===== config.mk =====
export PLATFORM = sky130hd
export DESIGN_NAME = bus_park_arbiter
export DESIGN_NICKNAME = d
export VERILOG_FILES = /design/src/rtl/bus_arb_pkg.sv /design/src/rtl/rr_pick.sv /design/src/rtl/hold_timer.sv /design/src/rtl/bus_park_arbiter.sv
export SDC_FILE = /design/constraint.sdc
export NUM_CORES = 1
export LEC_CHECK = 0
export ABC_AREA = 0
export BUFFER_PORTS_ARGS = -buffer_cell sky130_fd_sc_hd__clkbuf_2
export CORE_AREA = 2 2 64 66
export DETAILED_ROUTE_END_ITERATION = 6
export DIE_AREA = 0 0 66 68
export PLACE_DENSITY = 0.36
export SLEW_MARGIN = 15
export SYNTH_ARGS = -nofsm -noshare
export SYNTH_HDL_FRONTEND = slang
export SYNTH_SLANG_ARGS = --single-unit

===== constraint.sdc =====
create_clock -name clk -period 3.1 [get_ports clk]
set_clock_uncertainty 0.2 [all_clocks]
set_input_delay 0.62 -clock clk [delete_from_list [all_inputs] [get_ports clk]]
set_output_delay 0.62 -clock clk [all_outputs]
set_load 0.01 [all_outputs]

===== src/rtl/bus_arb_pkg.sv =====
package bus_arb_pkg;

    // Whether the most recent owner still holds its grant line.
    typedef enum logic {
        OWN_ACTIVE  = 1'b0,
        OWN_REVOKED = 1'b1
    } own_mode_e;

endpackage


===== src/rtl/rr_pick.sv =====
module rr_pick #(
    parameter int N_MASTERS = 4,
    localparam int IDW = (N_MASTERS > 1) ? $clog2(N_MASTERS) : 1
) (
    input  logic [N_MASTERS-1:0] req,
    input  logic [IDW-1:0]       last,
    output logic [IDW-1:0]       pick,
    output logic                 vld
);

    // Search starts one past the last owner and wraps; the owner itself is skipped.
    always_comb begin
        pick = '0;
        vld  = 1'b0;
        for (int k = 1; k < N_MASTERS; k++) begin
            int unsigned s;
            logic [IDW-1:0] idx;
            s = int'(last) + k;
            if (s >= N_MASTERS) s = s - N_MASTERS;
            idx = IDW'(s);
            if (!vld && req[idx]) begin
                pick = idx;
                vld  = 1'b1;
            end
        end
    end

    always_comb begin
        if (vld) begin
            assert_pick_req_R5: assert (req[pick] && (pick != last))
                else $error("chosen master is not requesting or equals owner");
        end
    end

endmodule


===== src/rtl/hold_timer.sv =====
module hold_timer #(
    parameter int HOLD_LIMIT = 8,
    localparam int CW = $clog2(HOLD_LIMIT + 1)
) (
    input  logic clk,
    input  logic rst_n,
    input  logic clr,
    input  logic en,
    output logic expired
);

    logic [CW-1:0] cnt_d, cnt_q;

    always_comb begin
        cnt_d = cnt_q;
        if (clr)
            cnt_d = '0;
        else if (en && (cnt_q < CW'(HOLD_LIMIT)))
            cnt_d = cnt_q + 1'b1;
    end

    always_ff @(posedge clk) begin
        if (!rst_n) cnt_q <= '0;
        else        cnt_q <= cnt_d;
    end

    assign expired = (cnt_q >= CW'(HOLD_LIMIT));

    assert_hold_sat_R8: assert property (@(posedge clk) disable iff (!rst_n)
        cnt_q <= CW'(HOLD_LIMIT))
        else $error("hold counter past its limit");

endmodule


===== src/rtl/bus_park_arbiter.sv =====
module bus_park_arbiter
    import bus_arb_pkg::*;
#(
    parameter int N_MASTERS  = 4,
    parameter int HOLD_LIMIT = 8,
    localparam int IDW = (N_MASTERS > 1) ? $clog2(N_MASTERS) : 1
) (
    input  logic                 clk,
    input  logic                 rst_n,
    input  logic [N_MASTERS-1:0] req_i,
    input  logic                 bus_idle_i,
    output logic [N_MASTERS-1:0] gnt_o,
    output logic [IDW-1:0]       gnt_id_o
);

    typedef struct packed {
        logic [N_MASTERS-1:0] gnt;
        logic [IDW-1:0]       owner;
        own_mode_e            mode;
        logic [IDW-1:0]       pick;
        logic                 pick_vld;
    } arb_state_t;

    arb_state_t st_d, st_q;

    logic [IDW-1:0] rr_idx;
    logic           rr_vld;
    logic           hold_expired;
    logic           chg;
    logic           pick_live;

    rr_pick #(.N_MASTERS(N_MASTERS)) u_pick (
        .req  (req_i),
        .last (st_q.owner),
        .pick (rr_idx),
        .vld  (rr_vld)
    );

    hold_timer #(.HOLD_LIMIT(HOLD_LIMIT)) u_hold (
        .clk     (clk),
        .rst_n   (rst_n),
        .clr     (chg),
        .en      (st_q.mode == OWN_ACTIVE),
        .expired (hold_expired)
    );

    always_comb begin
        st_d      = st_q;
        chg       = 1'b0;
        // A registered choice counts only if its master still asks for the bus.
        pick_live = st_q.pick_vld && req_i[st_q.pick];

        // Overlapped arbitration: next choice is refreshed every cycle.
        st_d.pick     = rr_idx;
        st_d.pick_vld = rr_vld;

        if (bus_idle_i) begin
            if (pick_live) begin
                st_d.gnt            = '0;
                st_d.gnt[st_q.pick] = 1'b1;
                st_d.owner          = st_q.pick;
                st_d.mode           = OWN_ACTIVE;
                chg                 = 1'b1;
            end else if (st_q.mode == OWN_REVOKED) begin
                st_d.gnt             = '0;
                st_d.gnt[st_q.owner] = 1'b1;
                st_d.mode            = OWN_ACTIVE;
                chg                  = 1'b1;
            end
        end else if ((st_q.mode == OWN_ACTIVE) && hold_expired && pick_live) begin
            st_d.gnt  = '0;
            st_d.mode = OWN_REVOKED;
        end

        // The choice was made against the old owner; redo it next cycle.
        if (chg) st_d.pick_vld = 1'b0;
    end

    always_ff @(posedge clk) begin
        if (!rst_n) begin
            st_q.gnt      <= {{(N_MASTERS-1){1'b0}}, 1'b1};
            st_q.owner    <= '0;
            st_q.mode     <= OWN_ACTIVE;
            st_q.pick     <= '0;
            st_q.pick_vld <= 1'b0;
        end else begin
            st_q <= st_d;
        end
    end

    assign gnt_o    = st_q.gnt;
    assign gnt_id_o = st_q.owner;

    assert_onehot_R2: assert property (@(posedge clk) disable iff (!rst_n)
        $onehot0(gnt_o))
        else $error("more than one grant");

    assert_move_on_idle_R3: assert property (@(posedge clk) disable iff (!rst_n)
        (!$stable(gnt_o) && (gnt_o != '0)) |-> $past(bus_idle_i))
        else $error("grant moved while bus busy");

    assert_revoke_cause_R8: assert property (@(posedge clk) disable iff (!rst_n)
        ((gnt_o == '0) && ($past(gnt_o) != '0)) |-> ($past(hold_expired) && !$past(bus_idle_i)))
        else $error("grant withdrawn without expired hold");

    assert_min_hold_R10: assert property (@(posedge clk) disable iff (!rst_n)
        (!$stable(gnt_o) && (gnt_o != '0) && ($past(gnt_o) != '0)) |=> $stable(gnt_o))
        else $error("grant moved twice in a row");

    assert_id_matches_R1: assert property (@(posedge clk) disable iff (!rst_n)
        (gnt_o != '0) |-> gnt_o[gnt_id_o])
        else $error("grant index disagrees with grant vector");

endmodule


* Word-level counts from Yosys, hierarchy flattened
Cells that the tools add are included.
** Word-level totals
- Flip-flop bits (word level) :: 14
- Input port bits :: 7
- Output and inout bits :: 6
- Word-level logic and storage cells :: 71
** Operators by class
- $add $sub $neg :: 7
- $lt $le $gt $ge :: 12
- Equal/unequal tests :: 1
- Multiplexer cells :: 28
- Bitwise gates (word level) :: 2
- Reduce and logical (&&, ||, !) cells :: 15
** Operators by type and width (count)
- two-way mux 4 bit :: 4
- < comparator 2 x 3 -> 1 bit (second input constant) :: 5
- two-way mux 1 bit :: 12
- two-way mux 2 bit :: 6
- >= comparator 3 bit (second input constant) :: 3
- binary-select mux 1 bit (select 2 bit) :: 4
- logical AND 1 bit :: 8
- adder 2 x 2 -> 3 bit (second input constant) :: 2
- subtractor 2 x 1 -> 2 bit (second input constant) :: 3
- adder 4 x 1 -> 4 bit (second input constant) :: 1
- demux 1 bit (select 2 bit) :: 2
- >= comparator 2 x 1 -> 1 bit (second input constant) :: 2
- >= comparator 4 bit (second input constant) :: 1
- < comparator 4 bit (second input constant) :: 1
- AND reduction 2 bit :: 2
- OR reduction 2 bit :: 2
- adder 2 x 1 -> 3 bit (second input constant) :: 1
- != test 3 x 1 -> 1 bit (second input constant) :: 1
- zero test 1 bit :: 2
- inverter 1 bit :: 2
- nonzero test 2 bit :: 1

* Depth between registers and ports, before layout
Gate-level depths: netlist of the first run.
- Depth in word-level cells :: 12
- Gate-level depth with buffers :: 8
- Gate-level depth less buffers :: 6

* Hierarchy
Synthesis of the first run repeated with hierarchy kept, for this count alone.
** Unflattened totals
- Cell total of the unflattened synthesis :: 100
- Area, all modules :: 852.1 um^2
** By module, submodules not included
- bus_park_arbiter :: times used 1, cells an instance 61, area an instance 551.8 um^2, sequential area each 200.2 um^2
- hold_timer :: times used 1, cells an instance 20, area an instance 195.2 um^2, sequential area each 80.1 um^2
- rr_pick :: times used 1, cells an instance 19, area an instance 105.1 um^2, sequential area each 0.0 um^2

* Worst setup path after synthesis of the first run
Ideal clock, no wire load.
- Kind :: register to register
- Start point :: register st_q (netlist bit gnt_id_o[0])
- End point :: register st_q[2] (netlist name)
- Setup time :: 0.116 ns
- Arrival :: 1.819 ns
- Required time :: 2.784 ns
- Setup slack :: 0.965 ns
- Cell stages (with the launch flop) :: 9
- Buffers on the path :: 2
- Clock period less this slack :: 2.135 ns
- Path through :: dfxtp_1 buf_2 inv_1 ha_1 buf_1 mux4_2 mux2i_1 o21ai_0 and3_1
** On the way
- Cells in the longest elaborated chain, start to end :: 12
- Elaborated cells between the ends (all ways) :: 27
- Classes of those cells :: add/sub: 6; order compare: 3; mux: 14; reduce/logical: 4
** Ends and longest elaborated chain
- start: declaration :: RTL line bus_park_arbiter.sv:24 : arb_state_t st_d, st_q;
- start signal: assignment :: RTL line bus_park_arbiter.sv:87 : st_q <= st_d;
- adder 2 x 1 -> 3 bit :: RTL line rr_pick.sv:18 : s = int'(last) + k;
- >= comparator 3 bit or subtractor 2 x 1 -> 2 bit (tied branches) :: RTL line rr_pick.sv:19 : if (s >= N_MASTERS) s = s - N_MASTERS;
- two-way mux 2 bit :: RTL line rr_pick.sv:19
- binary-select mux 1 bit (select 2 bit) :: RTL line rr_pick.sv:21 : if (!vld && req[idx]) begin
- two-way mux 1 bit (implied by the code) :: RTL line rr_pick.sv:21
- two-way mux 1 bit :: RTL line rr_pick.sv:21
- zero test 1 bit :: RTL line rr_pick.sv:21
- logical AND 1 bit :: RTL line rr_pick.sv:21
- two-way mux 1 bit :: RTL line rr_pick.sv:21
- zero test 1 bit :: RTL line rr_pick.sv:21
- logical AND 1 bit :: RTL line rr_pick.sv:21
- two-way mux 2 bit * :: RTL line rr_pick.sv:21
Every way passes the cells marked *; elsewhere a longest branch is shown, timed or not. The select of a mux whose other input is x is not followed.
A chain may end at the register's enable or synchronous reset.

* Final worst setup path of the first run
Same ends and word-level chain as after synthesis.

==> impl_metrics.env, run 1 <==
export IMPL_power_uw=450
export IMPL_fp_dieW_um=66
export IMPL_crit_buf_inv=1
export IMPL_die_y_um=68
export IMPL_crit_path_max_incr_delay_ps=610
export IMPL_antenna_cells=0
export IMPL_fillers=432
export IMPL_gp_congestion=0.743
export IMPL_drive_gt1_frac=0.231
export IMPL_cts_clk_slew_worst_paths_ps=60
export IMPL_critPathKind="register to register"
export IMPL_ys_seq_elements=14
export IMPL_yosys_warnings=0
export IMPL_postLayoutCellArea_mm2=0.00103
export IMPL_ctsHtreeMaxLevel=1
export IMPL_yosysTopAreaCellShare=0.307
export IMPL_hold_start="gnt_o[1]$_SDFFE_PN0P_"
export IMPL_cts_tree="yes"
export IMPL_syn_area_um2=913
export IMPL_hold_viol=0
export IMPL_vias=709
export IMPL_hold_class="register to register"
export IMPL_yosys_most_used_dff="dfxtp_1"
export IMPL_r2r_end="st_q[2]$_SDFF_PN0_"
export IMPL_yosysMostFrequentCell="dfxtp_1"
export IMPL_synthCells=102
export IMPL_r2r_slack_ps=840
export IMPL_start_util=0.237
export IMPL_ir_drop_mv=0.143
export IMPL_ctsHoldBuffers=0
export IMPL_dpl_hpwl_um=1400
export IMPL_rows=23
export IMPL_synth_edff_count=0
export IMPL_regArea_um2=280
export IMPL_instances_no_fill=158
export IMPL_clock_sinks=14
export IMPL_run_status="finished clean"
export IMPL_worstPathArrival_ps=2200
export IMPL_cts_resized_gates=0
export IMPL_cts_root_buf="clkbuf_8"
export IMPL_yosysTopAreaCell="dfxtp_1"
export IMPL_firstDrtPassIters=4
export IMPL_dp_cells=154
export IMPL_reg2reg_from="gnt_id_o[0]$_SDFFE_PN0P_"
export IMPL_ios=13
export IMPL_max_clock_path_buffers=2
export IMPL_cp_start_kind="register"
export IMPL_antenna_left=0
export IMPL_hold_end="gnt_o[1]$_SDFFE_PN0P_"
export IMPL_worstHoldPathCells=2
export IMPL_wl_per_cell_um=11.9
export IMPL_multi_input_area_um2=538
export IMPL_cap_violations=0
export IMPL_fmax_ghz=0.443
export IMPL_worstMarginPinSlew_ps=467
export IMPL_wirelength_um=1880
export IMPL_grt_overflow_total=0
export IMPL_post_route_period_util=0.728
export IMPL_grt_use_total=0.103
export IMPL_async_flop_share=0
export IMPL_r2r_cells=6
export IMPL_crit_family="flip-flops"
export IMPL_io_buffers=12
export IMPL_coreArea_mm2=0.00386
export IMPL_numCtsBuffers=3
export IMPL_fin_nets=122
export IMPL_yosys_top_cells_area="dfxtp_1 (31%), mux4_2 (9.9%), ha_1 (8.2%), mux2i_1 (5.5%), buf_4 (4.9%)"
export IMPL_drt_iter0_markers=22
export IMPL_synthTopCellsByCount="dfxtp_1 (14), inv_1 (9), nand2_1 (9), nor2_1 (9)"
export IMPL_grt_max_degree=14
export IMPL_avgSynthCellArea_um2=8.95
export IMPL_route_detailed_drc=0
export IMPL_die_area_mm2=0.00449
export IMPL_p_leak_uw=0.000398
export IMPL_clock_latency_ps=240
export IMPL_grt_pass1_wl_um=3440
export IMPL_layout_area_overhead_vs_synth_pct=12.7
export IMPL_power_per_cell_area_mw_per_mm2=437
export IMPL_post_route_util=0.267
export IMPL_ys_types=35
export IMPL_drv_slew=0
export IMPL_fin_tns_setup_ps=0
export IMPL_dpl_instance_area_um2=975
export IMPL_relSlewSlack=0.688
export IMPL_crit_fanout=11
export IMPL_slowest_stage="dfxtp_1"
export IMPL_yosysSeqAreaShare=0.307
export IMPL_syn_nets=115
export IMPL_period_minus_slack_ps=2260
export IMPL_cts_setup_buffers=0
export IMPL_via_per_inst=4.49
export IMPL_grt_pass1_vias=696
export IMPL_setup_violations_final=0
export IMPL_grt_setup_unrepaired="no"
export IMPL_path_cells="inv_1 > ha_1 > mux4_2 > mux2i_1 > o21ai_0 > and3_1"
export IMPL_cp_required_ps=3040
export IMPL_grt_antenna_before_repair=0
export IMPL_endpoint_kind="register"
-- cell usage in the layout, fill, tap and decap left out, types with 2 or more instances in the layout --
cell / instances
mux2_2: 2
clkbuf_2: 12
ha_1: 6
o21ai_0: 3
nand2_1: 9
nand3_1: 4
a21oi_1: 5
nor2_1: 9
inv_1: 9
mux4_2: 4
o221ai_1: 2
clkbuf_8: 4
o21ai_1: 2
dfxtp_1: 14
mux2i_1: 5
-- cells by family after synthesis --
group	Yosys count	share of synthesized area
AO/OA/AOI/OAI	19	0.138
buffers and inverters	19	0.104
multiplexers	11	0.178
adder cells (fa/ha/maj)	6	0.0822
AND/OR/NAND/NOR	31	0.171
flip-flops	14	0.307
XOR/XNOR	2	0.0192
-- where the power goes --
part	switching [uW]	internal (uW)	leakage (uW)	total [uW]
clock	65.9	112	0.0000288	178
sequential	13.3	190	0.000114	203
combinational	36.4	31.6	0.000255	68.1
total	116	334	0.000398	450
-- sequential cells by signal, summed over array words and instances (netlist names) --
name	count
st_q	4
gnt_id_o	2
gnt_o	4
u_hold.cnt_q	4
-- worst min-delay path: stages (launching register included) --
cell and delay [ps]:
dfxtp_1 310, inv_1 60, o211ai_2 80
-- worst max path at each step --
stage	startpoint	end	slack [ps]	cells past startpoint
final	gnt_id_o[0]$_SDFFE_PN0P_	st_q[2]$_SDFF_PN0_	840	6
after floorplan	gnt_id_o[0]$_SDFFE_PN0P_	st_q[2]$_SDFF_PN0_	970	8
after detailed placement	gnt_id_o[0]$_SDFFE_PN0P_	st_q[2]$_SDFF_PN0_	800	6
after CTS	gnt_id_o[0]$_SDFFE_PN0P_	st_q[2]$_SDFF_PN0_	800	6
after global routing	gnt_id_o[0]$_SDFFE_PN0P_	st_q[2]$_SDFF_PN0_	620	6
after global placement	gnt_id_o[0]$_SDFFE_PN0P_	st_q[2]$_SDFF_PN0_	790	6
-- metrics by stage --
stage	hold WS [ps]	worst slack, ps
after CTS	297	803
after global placement	293	786
after detailed placement	288	801
after global routing	322	617
after floorplan	273	965
final	291	843
-- cell type report --
type | instances | area share
Multi-Input combinational cell | 69 | 0.522
Sequential cell | 14 | 0.272
Tap cell | 50 | 0.0608
Timing Repair Buffer | 12 | 0.0583
Clock buffer | 4 | 0.0535
Inverter | 9 | 0.0328
-- routing by layer --
layer	wire, um	GRT usage
met3	75	0.0164
met4	34	0.0689
met2	785	0.139
met5	0	0
met1	982	0.149
No activity file was read; power rests on OpenSTA's default activity.
==> run 2, diff against run 1 <==
- clock period: 3.1 -> 2.25 ns (I/O delays scaled with it)
==> run 2 against run 1 <==
Effect of this change:
- flip-flop and latch count stayed put
- sequential share of layout area is 0.77 points lower
- cell count is 2.5% higher
- worst setup slack worse by 480 ps
- largest power group unchanged
- total power is 39% higher
- worst hold slack worse by 2.5 ps
- combinational power is 56% higher
- largest cell class unchanged
- critical path depth stayed put
- highest routed layer unchanged
- via count is 2.0% higher
- final area is 2.9% higher
- maximum frequency is 20% higher
- global-route usage is 1.1 points lower
==> impl_metrics.env, run 2 (same netlist as run 1, synthesis figures left out) <==
export IMPL_fin_tns_setup_ps=0
export IMPL_layout_commonest_cell="dfxtp_1"
export IMPL_p_leak_uw=0.000419
export IMPL_clock_latency_ps=240
export IMPL_grt_pass1_wl_um=3110
export IMPL_grt_overflow_total=0
export IMPL_setup_slack_ps=366
export IMPL_endpoint_kind="register"
export IMPL_cts_setup_buffers=0
export IMPL_wl_per_cell_um=11.5
export IMPL_cts_root_buf="clkbuf_8"
export IMPL_max_clock_path_buffers=2
export IMPL_drv_slew=0
export IMPL_numCtsBuffers=3
export IMPL_seqPwrFrac=0.437
export IMPL_vias=723
export IMPL_worstMarginPinSlew_ps=391
export IMPL_cp_required_ps=2190
export IMPL_drt_iter0_markers=14
export IMPL_die_y_um=68
export IMPL_coreArea_mm2=0.00386
export IMPL_start_util=0.237
export IMPL_rows=23
export IMPL_firstDrtPassIters=4
export IMPL_critPathKind="register to register"
export IMPL_grt_pass1_vias=681
export IMPL_layout_area_overhead_vs_synth_pct=16.0
export IMPL_power_internal_uw=465
export IMPL_hold_class="register to register"
export IMPL_relSlewSlack=0.733
export IMPL_cap_violations=0
export IMPL_run_status="finished clean"
export IMPL_wirelength_um=1860
export IMPL_dpl_hpwl_um=1460
export IMPL_io_buffers=12
export IMPL_switching_share=0.255
export IMPL_crit_path_max_incr_delay_ps=430
export IMPL_crit_buf_inv=1
export IMPL_clock_sinks=14
export IMPL_postLayoutCellArea_mm2=0.00106
export IMPL_power_per_cell_area_mw_per_mm2=589
export IMPL_cp_start_kind="register"
export IMPL_path_cells="inv_1 > ha_1 > mux4_2 > nor2_1 > nand3_1 > and3_1"
export IMPL_gp_congestion=0.766
export IMPL_post_route_period_util=0.837
export IMPL_ios=13
export IMPL_pre_cts_slack_ps=210
export IMPL_via_per_inst=4.46
export IMPL_grt_use_total=0.0916
export IMPL_antenna_left=0
export IMPL_fillers=432
export IMPL_final_cell_mix="dfxtp_1 (14), clkbuf_2 (12), inv_1 (9), nor2_1 (9), nand2_1 (9)"
export IMPL_crit_family="adder cells"
export IMPL_cts_resized_gates=0
export IMPL_ctsHtreeMaxLevel=1
export IMPL_fp_dieW_um=66
export IMPL_p_clk_frac=0.393
export IMPL_grt_max_degree=14
export IMPL_power_frac_comb=0.170
export IMPL_grt_setup_unrepaired="no"
export IMPL_die_area_mm2=0.00449
export IMPL_setup_violations_final=0
export IMPL_ctsHoldBuffers=0
export IMPL_hold_viol=0
export IMPL_fin_nets=126
export IMPL_slowest_stage="ha_1"
export IMPL_drive_gt1_frac=0.259
export IMPL_ir_drop_mv=0.132
export IMPL_crit_fanout=7
export IMPL_antenna_cells=0
export IMPL_cts_clk_slew_worst_paths_ps=60
export IMPL_p_sw_uw=159
export IMPL_grt_antenna_before_repair=0
export IMPL_dpl_instance_area_mm2=0.00100
export IMPL_worstPathArrival_ps=1820
export IMPL_period_minus_slack_ps=1880
export IMPL_route_detailed_drc=0
export IMPL_cts_tree="yes"
export IMPL_fmax_ghz=0.531
[run 2: cell types whose count changed in the layout (fill, tap and decap cells not counted)]
cell | previous run | this run
buf_4 | 0 | 4
[run 2: per-layer routing]
| layer | wire (um) | global-route usage | part of all wire |
|---|---|---|---|
| met3 | 70 | 0.0164 | 0.038 |
| met4 | 27 | 0.0536 | 0.015 |
| met1 | 951 | 0.122 | 0.51 |
| met2 | 809 | 0.139 | 0.44 |
| met5 | 0 | 0 | 0 |
[run 2: layout make-up]
type	count	area, um2	area share
well taps	50	62.6	0.0590
multi-input cells	69	538	0.508
clock buffers	4	55.1	0.0519
flip-flops and latches	14	280	0.264
repair buffers	16	90.1	0.0850
inverters	9	33.8	0.0319
[run 2: per-stage QoR]
stage                     utilization  hold slack (ps)  std cells  power (uW)
after floorplan                     -              273        102         354
after global placement          0.261              294        158         385
after detailed placement        0.261              286        158         386
after CTS                       0.275              295        162         637
after global routing            0.275              328        162         666
final                           0.275              289        162         624
[run 2: final timing paths]
kind | from | end | slack (ps) | cells after the start
max | gnt_id_o[1]$_SDFFE_PN0P_ | st_q[2]$_SDFF_PN0_ | 370 | 6
max reg2reg | gnt_id_o[1]$_SDFFE_PN0P_ | st_q[2]$_SDFF_PN0_ | 370 | 6
min reg2reg | gnt_o[1]$_SDFFE_PN0P_ | gnt_o[1]$_SDFFE_PN0P_ | 290 | 2
min | gnt_o[1]$_SDFFE_PN0P_ | gnt_o[1]$_SDFFE_PN0P_ | 290 | 2
[run 2: power by group through the flow]
stage	Sequential, uW	Clock (uW)	Combinational [uW]
6_report	273	245	106
4_1_cts	273	256	108
2_1_floorplan	279	0	75.9
3_5_place_dp	279	0	107
3_3_place_gp	279	0	106
5_1_grt	275	271	119
[run 2: worst register-to-register path, delay by kind of cell (launching register included)]
family	cells	cell delay [ps]
muxes	1	380
DFF	1	330
buffers and inverters	1	80
and+or+nand+nor	3	370
adders and majority gates	1	430
==> run 3, diff against run 2 <==
- PLACE_DENSITY: 0.36 -> 0.38
- clock period: 2.25 -> 1.63 ns (I/O delays scaled with it)
==> run 3 against run 2 <==
Effect of this change:
- the flow now finishes with violations (negative setup slack)
- first-iteration DRC count increased by 29%
- cell count is 10% higher
- flip-flop and latch count unchanged
- wire length increased by 20%
- worst hold slack got worse by 55 ps
- clock power increased by 39%
- final area up 23%
- non-clock buffer count increased by 17
- combinational power is 110% higher
- largest cell class unchanged
==> impl_metrics.env, run 3 (same netlist as run 1, synthesis figures left out) <==
export IMPL_crit_buf_inv=1
export IMPL_die_y_um=68
export IMPL_numCtsBuffers=3
export IMPL_route_detailed_drc=0
export IMPL_final_cell_mix="buf_4 (18), clkbuf_2 (12), dfxtp_1 (11)"
export IMPL_layout_area_overhead_vs_synth_pct=43.3
export IMPL_post_route_util=0.339
export IMPL_fillers=418
export IMPL_fin_tns_setup_ps=-516
export IMPL_timing_hold_ws_ps=234
export IMPL_grt_overflow_total=0
export IMPL_ir_drop_mv=0.306
export IMPL_cts_root_buf="clkbuf_8"
export IMPL_power_per_cell_area_mw_per_mm2=719
export IMPL_cp_required_ps=1600
export IMPL_die_area_mm2=0.00449
export IMPL_grt_max_degree=13
export IMPL_run_status="finished, violations left"
export IMPL_fin_nets=143
export IMPL_drive_gt1_frac=0.504
export IMPL_dpl_hpwl_um=1630
export IMPL_wirelength_um=2230
export IMPL_slowest_stage="or4b_4"
export IMPL_drv_slew=0
export IMPL_power_uw=941
export IMPL_antenna_cells=0
export IMPL_rows=23
export IMPL_grt_use_total=0.111
export IMPL_hold_class="primary input to register"
export IMPL_antenna_left=0
export IMPL_io_buffers=12
export IMPL_cp_start_kind="register"
export IMPL_cts_clk_slew_worst_paths_ps=60
export IMPL_wl_per_cell_um=12.4
export IMPL_fmax_ghz=0.571
export IMPL_p_leak_uw=0.000529
export IMPL_max_clock_path_buffers=2
export IMPL_start_util=0.237
export IMPL_violations="negative setup slack"
export IMPL_grt_pass1_wl_um=3770
export IMPL_firstDrtPassIters=4
export IMPL_worstMarginPinSlew_ps=475
export IMPL_vias=811
export IMPL_crit_path_max_incr_delay_ps=500
export IMPL_period_minus_slack_ps=1750
export IMPL_cts_tree="yes"
export IMPL_grt_pass1_vias=820
export IMPL_crit_fanout=3
export IMPL_setup_violations_final=11
export IMPL_cap_violations=0
export IMPL_grt_setup_unrepaired="yes"
export IMPL_worstPathArrival_ps=1730
export IMPL_relSlewSlack=0.682
export IMPL_ios=13
export IMPL_pre_cts_slack_ps=-227
export IMPL_endpoint_kind="register"
export IMPL_hold_viol=0
export IMPL_setup_slack_ps=-122
export IMPL_clock_latency_ps=240
export IMPL_drt_iter0_markers=18
export IMPL_via_per_inst=4.53
export IMPL_layout_commonest_cell="buf_4"
export IMPL_post_route_period_util=1.08
export IMPL_gp_congestion=0.771
export IMPL_crit_family="simple AND/OR/NAND/NOR gates"
export IMPL_fp_dieW_um=66
export IMPL_coreArea_mm2=0.00386
export IMPL_path_cells="mux4_2 > buf_6 > nand2_4 > or4b_4 > o211ai_2"
export IMPL_ctsHtreeMaxLevel=1
export IMPL_critPathKind="register to register"
export IMPL_clock_sinks=14
export IMPL_grt_antenna_before_repair=0
[run 3: power breakdown]
group          switching [uW]  total, uW  leakage (uW)  internal [uW]
Sequential               19.6        380      0.000116            361
Clock                     126        340     0.0000288            214
Combinational             108        221      0.000384            112
[run 3: path summary, 6_finish.rpt]
| kind | from | end | slack [ps] | cells after the start |
|---|---|---|---|---|
| hold reg to reg | gnt_o[1]$_SDFFE_PN0P_ | gnt_o[1]$_SDFFE_PN0P_ | 280 | 2 |
| hold / removal | bus_idle_i | st_q[3]$_SDFFE_PP0P_ | 230 | 3 |
| setup reg to reg | st_q[2]$_SDFF_PN0_ | gnt_o[1]$_SDFFE_PN0P_ | -120 | 5 |
| setup / recovery | st_q[2]$_SDFF_PN0_ | gnt_o[1]$_SDFFE_PN0P_ | -120 | 5 |
[run 3: what timing repair did]
| item | CTS | global route |
|---|---|---|
| pin swaps | 10 | 9 |
| hold buffers | 0 | 0 |
| buffers inserted | 4 | 0 |
| hold endpoints to repair | 0 | 0 |
| setup endpoints to repair | 14 | 14 |
| resized for setup | 17 | 7 |
[run 3: tightest hold or removal path, cell delays in order]
cell and delay (ps):
clkbuf_2 90, buf_4 160, nor3b_1 60
[run 3: area by class of cell]
class,count,area (um2),area share
inverter,9,36.3,0.0277
multi-input combinational,69,639,0.489
clock buffer,4,55.1,0.0421
sequential,14,287,0.219
tap,50,62.6,0.0478
timing repair buffer,33,229,0.175
[run 3: stage by stage]
step	instance area, um2	std cells
finish	1310	179
global route	1310	179
CTS	1270	179
detailed placement	1120	171
global placement	1120	171
floorplan	948	102
[run 3: routing by layer]
layer,global-route usage,share of wire,vias to the layer above,routed length [um]
met3,0.0214,0.042,2,94
met5,0,0,-,0
met2,0.191,0.49,20,1090
li1,-,-,407,-
met1,0.141,0.45,382,1010
met4,0.0383,0.012,0,27
